==> config.mk <==
export PLATFORM = sky130hd
export DESIGN_NAME = btm_unit
export DESIGN_NICKNAME = d
export VERILOG_FILES = /design/src/rtl/btm_pkg.sv /design/src/rtl/btm_bit_sel.sv /design/src/rtl/btm_bit_alu.sv /design/src/rtl/btm_out_reg.sv /design/src/rtl/btm_unit.sv
export SDC_FILE = /design/constraint.sdc
export NUM_CORES = 1
export LEC_CHECK = 0
export BUFFER_PORTS_ARGS = -buffer_cell sky130_fd_sc_hd__buf_2
export CAP_MARGIN = 10
export CORE_MARGIN = 5
export CORE_UTILIZATION = 60
export DETAILED_ROUTE_END_ITERATION = 12
export GPL_TIMING_DRIVEN = 0
export HOLD_SLACK_MARGIN = 0.05
export PLACE_DENSITY = 0.94
export SETUP_SLACK_MARGIN = 0.02
export SLEW_MARGIN = 20
export SYNTH_ARGS = -nofsm -noshare
export SYNTH_HDL_FRONTEND = slang
export SYNTH_HIERARCHICAL = 1
export SYNTH_SLANG_ARGS = --single-unit
==> constraint.sdc <==
create_clock -name clk_i -period 1.95 [get_ports clk_i]
set_input_delay 0.195 -clock clk_i [delete_from_list [all_inputs] [get_ports clk_i]]
set_output_delay 0.195 -clock clk_i [all_outputs]
set_load 0.005 [all_outputs]
==> src/rtl/btm_pkg.sv <==
package btm_pkg;
  typedef enum logic [1:0] {
    BTM_TEST = 2'b00,
    BTM_FLIP = 2'b01,
    BTM_CLR  = 2'b10,
    BTM_SET  = 2'b11
  } btm_op_e;

  localparam int FLAG_W   = 5;
  localparam int ZERO_POS = 2;
endpackage

==> src/rtl/btm_bit_sel.sv <==
module btm_bit_sel #(
  parameter int DATA_W = 32,
  parameter int BYTE_W = 8,
  parameter int NUM_W  = 6
) (
  input  logic [NUM_W-1:0]  bit_num_i,
  input  logic              is_byte_i,
  output logic [DATA_W-1:0] mask_o
);
  localparam int WIDX_W = $clog2(DATA_W);
  localparam int BIDX_W = $clog2(BYTE_W);

  logic [WIDX_W-1:0] idx;

  // byte destinations wrap on the byte width, registers on the word width
  always_comb begin
    idx = '0;
    if (is_byte_i) idx[BIDX_W-1:0] = bit_num_i[BIDX_W-1:0];
    else           idx = bit_num_i[WIDX_W-1:0];
  end

  always_comb begin
    mask_o = '0;
    mask_o[idx] = 1'b1;
  end
endmodule

==> src/rtl/btm_bit_alu.sv <==
module btm_bit_alu
  import btm_pkg::*;
#(
  parameter int DATA_W = 32
) (
  input  btm_op_e           op_i,
  input  logic [DATA_W-1:0] dest_i,
  input  logic [DATA_W-1:0] mask_i,
  output logic [DATA_W-1:0] result_o,
  output logic              wr_en_o,
  output logic              old_bit_o
);
  assign old_bit_o = |(dest_i & mask_i);

  always_comb begin
    unique case (op_i)
      BTM_FLIP: result_o = dest_i ^ mask_i;
      BTM_CLR:  result_o = dest_i & ~mask_i;
      BTM_SET:  result_o = dest_i | mask_i;
      default:  result_o = dest_i;
    endcase
    wr_en_o = (op_i != BTM_TEST);
  end
endmodule

==> src/rtl/btm_out_reg.sv <==
module btm_out_reg #(
  parameter int PAY_W = 8
) (
  input  logic             clk_i,
  input  logic             rst_ni,
  input  logic             in_valid_i,
  output logic             in_ready_o,
  input  logic [PAY_W-1:0] in_data_i,
  output logic             out_valid_o,
  input  logic             out_ready_i,
  output logic [PAY_W-1:0] out_data_o
);
  logic             valid_q;
  logic [PAY_W-1:0] data_q;

  assign in_ready_o  = !valid_q || out_ready_i;
  assign out_valid_o = valid_q;
  assign out_data_o  = data_q;

  always_ff @(posedge clk_i or negedge rst_ni) begin
    if (!rst_ni) begin
      valid_q <= 1'b0;
      data_q  <= '0;
    end else if (in_ready_o) begin
      valid_q <= in_valid_i;
      if (in_valid_i) data_q <= in_data_i;
    end
  end
endmodule

==> src/rtl/btm_unit.sv <==
module btm_unit
  import btm_pkg::*;
#(
  parameter int DATA_W = 32,
  parameter int BYTE_W = 8,
  parameter int NUM_W  = 6
) (
  input  logic              clk_i,
  input  logic              rst_ni,
  input  logic              in_valid_i,
  output logic              in_ready_o,
  input  logic [1:0]        op_i,
  input  logic [NUM_W-1:0]  bit_num_i,
  input  logic [DATA_W-1:0] dest_i,
  input  logic              is_byte_i,
  input  logic [FLAG_W-1:0] flags_i,
  output logic              out_valid_o,
  input  logic              out_ready_i,
  output logic [DATA_W-1:0] result_o,
  output logic              wr_en_o,
  output logic [FLAG_W-1:0] flags_o
);
  localparam int PAY_W = DATA_W + 1 + FLAG_W;

  logic [DATA_W-1:0] mask;
  logic [DATA_W-1:0] res_d;
  logic              we_d;
  logic              old_bit;
  logic [FLAG_W-1:0] flags_d;
  logic [PAY_W-1:0]  pay_d, pay_q;

  btm_bit_sel #(.DATA_W(DATA_W), .BYTE_W(BYTE_W), .NUM_W(NUM_W)) sel_i (
    .bit_num_i (bit_num_i),
    .is_byte_i (is_byte_i),
    .mask_o    (mask)
  );

  btm_bit_alu #(.DATA_W(DATA_W)) alu_i (
    .op_i      (btm_op_e'(op_i)),
    .dest_i    (dest_i),
    .mask_i    (mask),
    .result_o  (res_d),
    .wr_en_o   (we_d),
    .old_bit_o (old_bit)
  );

  // zero flag reflects the bit before modification; others pass through
  always_comb begin
    flags_d           = flags_i;
    flags_d[ZERO_POS] = ~old_bit;
  end

  assign pay_d = {we_d, flags_d, res_d};

  btm_out_reg #(.PAY_W(PAY_W)) oreg_i (
    .clk_i       (clk_i),
    .rst_ni      (rst_ni),
    .in_valid_i  (in_valid_i),
    .in_ready_o  (in_ready_o),
    .in_data_i   (pay_d),
    .out_valid_o (out_valid_o),
    .out_ready_i (out_ready_i),
    .out_data_o  (pay_q)
  );

  assign result_o = pay_q[DATA_W-1:0];
  assign flags_o  = pay_q[DATA_W +: FLAG_W];
  assign wr_en_o  = pay_q[PAY_W-1];
endmodule

==> results of run 1 <==
registers in the layout, summed over array words and instances, names as in the netlist:
signal,flops
oreg_i/out_data_o,38
oreg_i/out_valid_o,1
per-stage QoR:
step                      setup TNS, ns  cell area, µm²
final                                 0            5290
after global routing            -0.0427            5290
after CTS                       -0.0657            5110
after detailed placement          -8.44            4960
after global placement            -6.70            4960
after floorplan                  -0.413            4420
Yosys cell counts, drive strengths merged:
cell type / n
o21ba: 1
mux4: 32
dfrtp: 39
buf: 12
or4b: 2
nor3b: 4
nand4b: 1
inv: 97
mux2: 38
nand4: 2
nor3: 4
or2: 3
clkbuf: 5
nor2: 24
nand2: 2
ha: 96
nor4: 8
nand2b: 4
nand4bb: 3
kinds of logic (layout without fill, tap and decap cells):
family	count (synthesis)	count (layout)	synth area share
simple gates	57	57	0.0763
compound gates	1	1	0.00234
flops	39	39	0.228
other cells	0	1	0
fa+ha+maj	96	96	0.281
buf+inv	114	210	0.123
mux	70	70	0.290
layout make-up:
cell class	count	area [µm²]	share of cell area
flip-flops and latches	39	976	0.185
inverters	97	364	0.0689
plain buffers	16	184	0.0348
repair buffers	89	478	0.0904
multi-input cells	224	3040	0.576
clock buffers	6	82.6	0.0156
diodes	1	2.50	0.000473
clock inverters	2	35.0	0.00663
well taps	96	120	0.0227
cell usage in the layout (no fill, tap or decap), types with 2 or more instances in the layout:
master and instances:
nor2_2 3, ha_4 8, nand2b_1 3, mux2_2 15, dfrtp_1 39, inv_2 9
or4b_4 2, buf_8 4, nand4bb_1 3, nor3b_4 2, buf_6 6, clkbuf_8 7
nand2_2 2, mux4_2 30, nor2_1 12, nor2_4 9, mux4_1 2, inv_1 88
ha_1 88, buf_2 84, buf_4 7, nor3b_2 2, or2_2 3, nor4_1 6
mux2_4 23, nor3_4 2, nand4_1 2, nor4_2 2, nor3_2 2, buf_12 2
final timing paths:
kind                                      start                    end
setup / recovery                   bit_num_i[2]  oreg_i/out_data_o[10]
hold / removal                           rst_ni   oreg_i/out_data_o[7]
setup reg to reg             oreg_i/out_valid_o  oreg_i/out_data_o[18]
hold reg to reg            oreg_i/out_data_o[4]   oreg_i/out_data_o[4]
max in group asynchronous                rst_ni  oreg_i/out_data_o[37]
min in group clk_i                   flags_i[1]  oreg_i/out_data_o[33]
layer usage:
layer,vias up,share of wire
met5,-,0
met4,0,0.029
met3,24,0.066
met2,130,0.54
met1,1541,0.36
li1,1437,-
timing repair:
item,CTS,global route
setup buffers,0,4
setup endpoints to repair,10,19
resized for setup,9,39
hold buffers,0,0
pin swaps,2,10
power breakdown:
group          switching [W]  internal [W]  leakage (nW)
registers          0.0000840      0.000966         0.453
logic               0.000420      0.000554          2.15
clock network       0.000309      0.000415        0.0612
total               0.000814       0.00193          2.66
worst reg2reg max path: cells and delay by family (launching register included):
kind | cells | cell delay (ns)
and+or+nand+nor | 2 | 0.15
DFF | 1 | 0.39
muxes | 1 | 0.33
buffers and inverters | 2 | 0.36
==> key figures, run 1 <==
Detailed routing
  – Remaining antenna violation count after routing: 0
  – Drc violations: 0
  – Wirelength, routed: ~11000 µm
  – WL per Instance: 18.5 µm
  – DRT iter0 DRCs: about 110
  – Routed via count: ~3.1k
  – Initial DRT Pass Iterations: 4
  – DR vias/cell: 5.49

Global routing
  – Number of global-route vias before repair: between 3k and 4k
  – Antenna violations before repair: 1
  – Busiest layer in global routing: met2
  – Met3 Usage GRT: 0.0494
  – Met1 global-route usage: 0.252
  – Tot GR Track Use: 0.236
  – First-pass GRT wire length: 16300 µm
  – Remaining global-route overflow: 0
  – Met2 usage: 0.447
  – Largest net degree at the start of global routing: 40

Floorplanning
  – Area of the die: roughly 8900 µm²
  – Die X: ~94 µm
  – Initial Util: 0.623
  – FP Rows: 30
  – Io pins: 90
  – Die span in y: between 90 and 100 µm
  – Area of the core: roughly 6900 µm²

STA
  – Worst setup slack after layout: 0.0152 ns
  – FMAX: slightly above 500 MHz
  – Tmin final: 1.93 ns
  – Final worst path period share: 0.992
  – RSZ-0062 raised after global routing: yes
  – Relative slew slack: 0.403
  – Fin. max-slew vios: 0
  – Hold_ws: approximately 0.021 ns
  – Setup Viol. Count Final: 0
  – Pin slew with the least headroom to its limit: roughly 0.9 ns
  – Clk_skew: ~0.0054 ns
  – Final Hold Viols: 0

Synthesis
  – Sequential share of the synthesized area: 0.228
  – Share of the synthesized area in the top cell type: 0.281
  – Gate Count Post-Synth: ~380
  – Yosys top cell by area: ha_1
  – Post-synth cell types: 27
  – Synthesized cell area: approximately 4300 µm²
  – Synth top area cells: ha_1, dfrtp_1, mux4_2, inv_1, mux2_4
  – Synth Net Count: around 520
  – Yosys Warn Count: 6
  – Average size of a mapped cell: around 11 µm²
  – Flops & latches, synth: 39

Cells and area
  – Layout fillers: ~440
  – Area grow syn2layout: 23.5%
  – Nets: ~620
  – Share of cells above drive strength 1: 0.484
  – Fin cells: 570
  – Core Util, Final: 0.769

Worst setup path
  – Worst Reg-to-Reg Cells: 5
  – WP buf/inv: 2
  – Slowest cell delay on critical path: a little over 0.6 ns
  – WP data arrival: 2.12 ns
  – Slowest cell on the critical path: or4b_4
  – CP Launch Type: input port
  – Critical path type: in2reg
  – CP Capture Type: flop
  – Reg2Reg Setup Slack: 0.63 ns
  – CP required: roughly 2.1 ns
  – Crit Path Max Fanout: 5
  – Cell depth of the worst setup path: 7
  – CP Cell Sequence: buf_6 -> or4b_4 -> nor2_4 -> inv_2 -> ha_4 -> mux4_2 -> mux2_4
  – Top delay family on crit path: simple AND/OR/NAND/NOR gates

Clocking
  – Total CTS buffers: 5
  – Clk Latency, worst-skew pair: roughly 0.3 ns
  – TritonCTS clock tree: yes
  – Worst-path clk slew: approximately 0.08 ns
  – CTS root buf: clkbuf_8
  – Clk sinks: 39
  – Max clock buf depth: 2
  – H-Tree Level Count: 2

Placed design
  – Post-placement cell count: 558
  – Gpl congestion: slightly above 0.8
  – Dpl hpwl: 7870 µm
  – Pre-CTS WS: -0.377 ns
  – Buffers on Ports: 85

Power and ir drop
  – Pwr Total: approximately 0.0027 W
  – Power Dens Cells: 520 nW/µm²
  – Leakage power: between 2 and 3 nW
  – Worst vdd ir: approximately 0.26 mV

Flow run
  – Maximum capacitance violations: 0

Status
  – Outcome: finished clean

Hold path
  – Worst hold path type: in2async
Note: power is estimated with default switching activity, not from simulation.
==> run 2, diff against run 1 <==
CORE_UTILIZATION = 40   (was 60)
PLACE_DENSITY = 0.69   (was 0.94)
SETUP_SLACK_MARGIN = default   (was 0.02)
==> key figures, run 2 (same netlist as run 1, synthesis figures left out) <==
Worst setup path
  – Worst Reg-to-Reg Cells: 5 (unchanged)
  – Slowest cell on the critical path: or4b_4
  – Worst Setup SP: is_byte_i
  – WP data arrival: 2.14 ns (+0.02 ns)
  – CP Cell Sequence: buf_2 -> or4b_4 -> nor2_2 -> inv_1 -> ha_1 -> mux4_2 -> mux2_2
  – CP Launch Type: input port
  – Slowest cell delay on critical path: 0.58 ns (-0.04 ns)
  – Cell depth of the worst setup path: 7 (unchanged)
  – CP Capture Type: flop
  – Critical path type: in2reg
  – CP required: 2.14 ns (about the same)
  – R2R Path Start: oreg_i/out_valid_o
  – R2R Path End: oreg_i/out_data_o[31]
  – Crit Path Max Fanout: 7 (+2)
  – Top delay family on crit path: simple AND/OR/NAND/NOR gates
  – WP buf/inv: 2 (unchanged)
  – Reg2Reg Setup Slack: 0.66 ns (+0.03 ns)

Placed design
  – Dpl hpwl: 7570 µm (-3.8%)
  – Area after DPL: 5000 µm² (+0.66%)
  – Gpl congestion: 0.797 (-1.5%)
  – Buffers on Ports: 85 (unchanged)
  – Post-placement cell count: 598 (+7.2%)

Clocking
  – Clk Latency, worst-skew pair: 0.30 ns (about the same)
  – CTS Hold Buffers Added: 0 (unchanged)
  – CTS root buf: clkbuf_8
  – TritonCTS clock tree: yes
  – Worst-path clk slew: 0.08 ns (about the same)
  – H-Tree Level Count: 2 (unchanged)
  – Total CTS buffers: 5 (unchanged)
  – Max clock buf depth: 2 (unchanged)
  – Clk sinks: 39 (unchanged)

Cells and area
  – # diodes: 0 (-1)
  – Design Area, Final: 5130 µm² (-3.0%)
  – Leading cell type in the layout, fill and taps excluded: inv_1
  – Share of cells above drive strength 1: 0.451 (-0.0335)
  – Most frequent cells in the layout: inv_1, ha_1, buf_2, dfrtp_1, mux4_2
  – Fin cells: 602 (+5.6%)
  – Flip-flop count of the largest register after layout: 38 (unchanged)
  – Area grow syn2layout: 19.8%
  – Layout fillers: 980 (+120%)
  – Nets: 613 (-0.81%)
  – Core Util, Final: 0.494 (-0.275)

Floorplanning
  – Io pins: 90 (unchanged)
  – Initial Util: 0.413 (-0.210)
  – Die X: 113 µm (+20%)
  – Area of the die: 12900 µm² (+44%)
  – Area of the core: 10400 µm² (+51%)
  – FP Rows: 37 (+23%)
  – Die span in y: 113 µm (+20%)

Global routing
  – Tot GR Track Use: 0.153 (-0.0838)
  – Met2 usage: 0.275 (-0.173)
  – Busiest layer in global routing: met2
  – Remaining global-route overflow: 0 (unchanged)
  – Number of global-route vias before repair: 3278 (-4.7%)
  – First-pass GRT wire length: 15700 µm (-3.3%)
  – Antenna violations before repair: 0 (-1)
  – Met3 Usage GRT: 0.0377 (-0.0117)
  – Met1 global-route usage: 0.182 (-0.0697)
  – Largest net degree at the start of global routing: 40 (unchanged)

STA
  – Tmin final: 1.95 ns (+0.0172 ns)
  – Relative slew slack: 0.388 (-0.0149)
  – Setup Viol. Count Final: 1 (+1)
  – Hold_ws: 0.0290 ns (+0.00759 ns)
  – Final worst path period share: 1.00 (+0.00884)
  – Pin slew with the least headroom to its limit: 0.917 ns (+0.0223 ns)
  – Worst setup slack after layout: -0.00204 ns (-0.0172 ns)
  – RSZ-0062 raised after global routing: yes
  – FMAX: 512 MHz (-0.88%)
  – Final Hold Viols: 0 (unchanged)
  – Fin. max-slew vios: 0 (unchanged)
  – Clk_skew: 0.0106 ns (+0.00511 ns)

Detailed routing
  – DRT iter0 DRCs: 101 (-9.8%)
  – Routed via count: 2948 (-5.9%)
  – Wirelength, routed: 9260 µm (-12%)
  – WL per Instance: 15.4 µm (-17%)
  – Drc violations: 0 (unchanged)
  – Initial DRT Pass Iterations: 4 (unchanged)
  – DR vias/cell: 4.90 (-11%)
  – Remaining antenna violation count after routing: 0 (unchanged)

Status
  – Failing checks: negative setup slack
  – Outcome: finished, violations left

Power and ir drop
  – Power Dens Cells: 480 nW/µm² (-7.7%)
  – Worst vdd ir: 0.198 mV (-25%)
  – Leakage power: 2.58 nW (-2.9%)

Flow run
  – Maximum capacitance violations: 0 (unchanged)

Hold path
  – Worst hold path type: in2async
-- run 2: changes by cell type in the layout (fill, tap and decap cells not counted), moves of 3 or more --
cell and delta:
mux2_4 -3, nor2_2 +3, mux2_2 +3, inv_2 -5, nor2_4 -5, ha_1 +4, inv_1 +5, ha_4 -4
-- run 2: worst max path at each step --
stage | endpoint | slack, ns
finish | oreg_i/out_data_o[11] | -0.002
global route | oreg_i/out_data_o[11] | -0.08
CTS | oreg_i/out_data_o[6] | 0.002
detailed placement | oreg_i/out_data_o[34] | -0.46
global placement | oreg_i/out_data_o[34] | -0.41
floorplan | oreg_i/out_data_o[10] | -0.06
-- run 2: cell type report --
type	instances	area [µm²]	share of cell area
multi-input cells	224	2950	0.575
flip-flops and latches	39	976	0.190
repair buffers	86	433	0.0845
inverters	97	364	0.0710
well taps	136	170	0.0332
plain buffers	14	164	0.0320
clock buffers	6	72.6	0.0142
-- run 2: stage by stage --
step                      setup slack, ns  power, W  TNS (ns)
final                            -0.00204   0.00246  -0.00204
after global routing              -0.0809   0.00265    -0.234
after CTS                         0.00165   0.00252         0
after detailed placement           -0.458   0.00197     -9.14
after global placement             -0.408   0.00194     -7.82
after floorplan                   -0.0608   0.00160    -0.447
-- run 2: timing repair --
action                                  4_1_cts  5_1_grt
endpoints found under the setup margin        6       17
cloned                                        0        0
pin swaps                                     1        0
buffers inserted                              1        0
resized for setup                             1       16
-- run 2: where the power goes --
| part | switching [W] | internal [W] |
|---|---|---|
| logic | 0.000377 | 0.000525 |
| registers | 0.0000783 | 0.000966 |
| clock network | 0.000275 | 0.000239 |
-- run 2: layer usage --
layer / up-vias / wire length, µm
li1: 1421 / -
met1: 1459 / 4030
met2: 61 / 4600
met3: 7 / 548
met4: 0 / 91
met5: - / 0
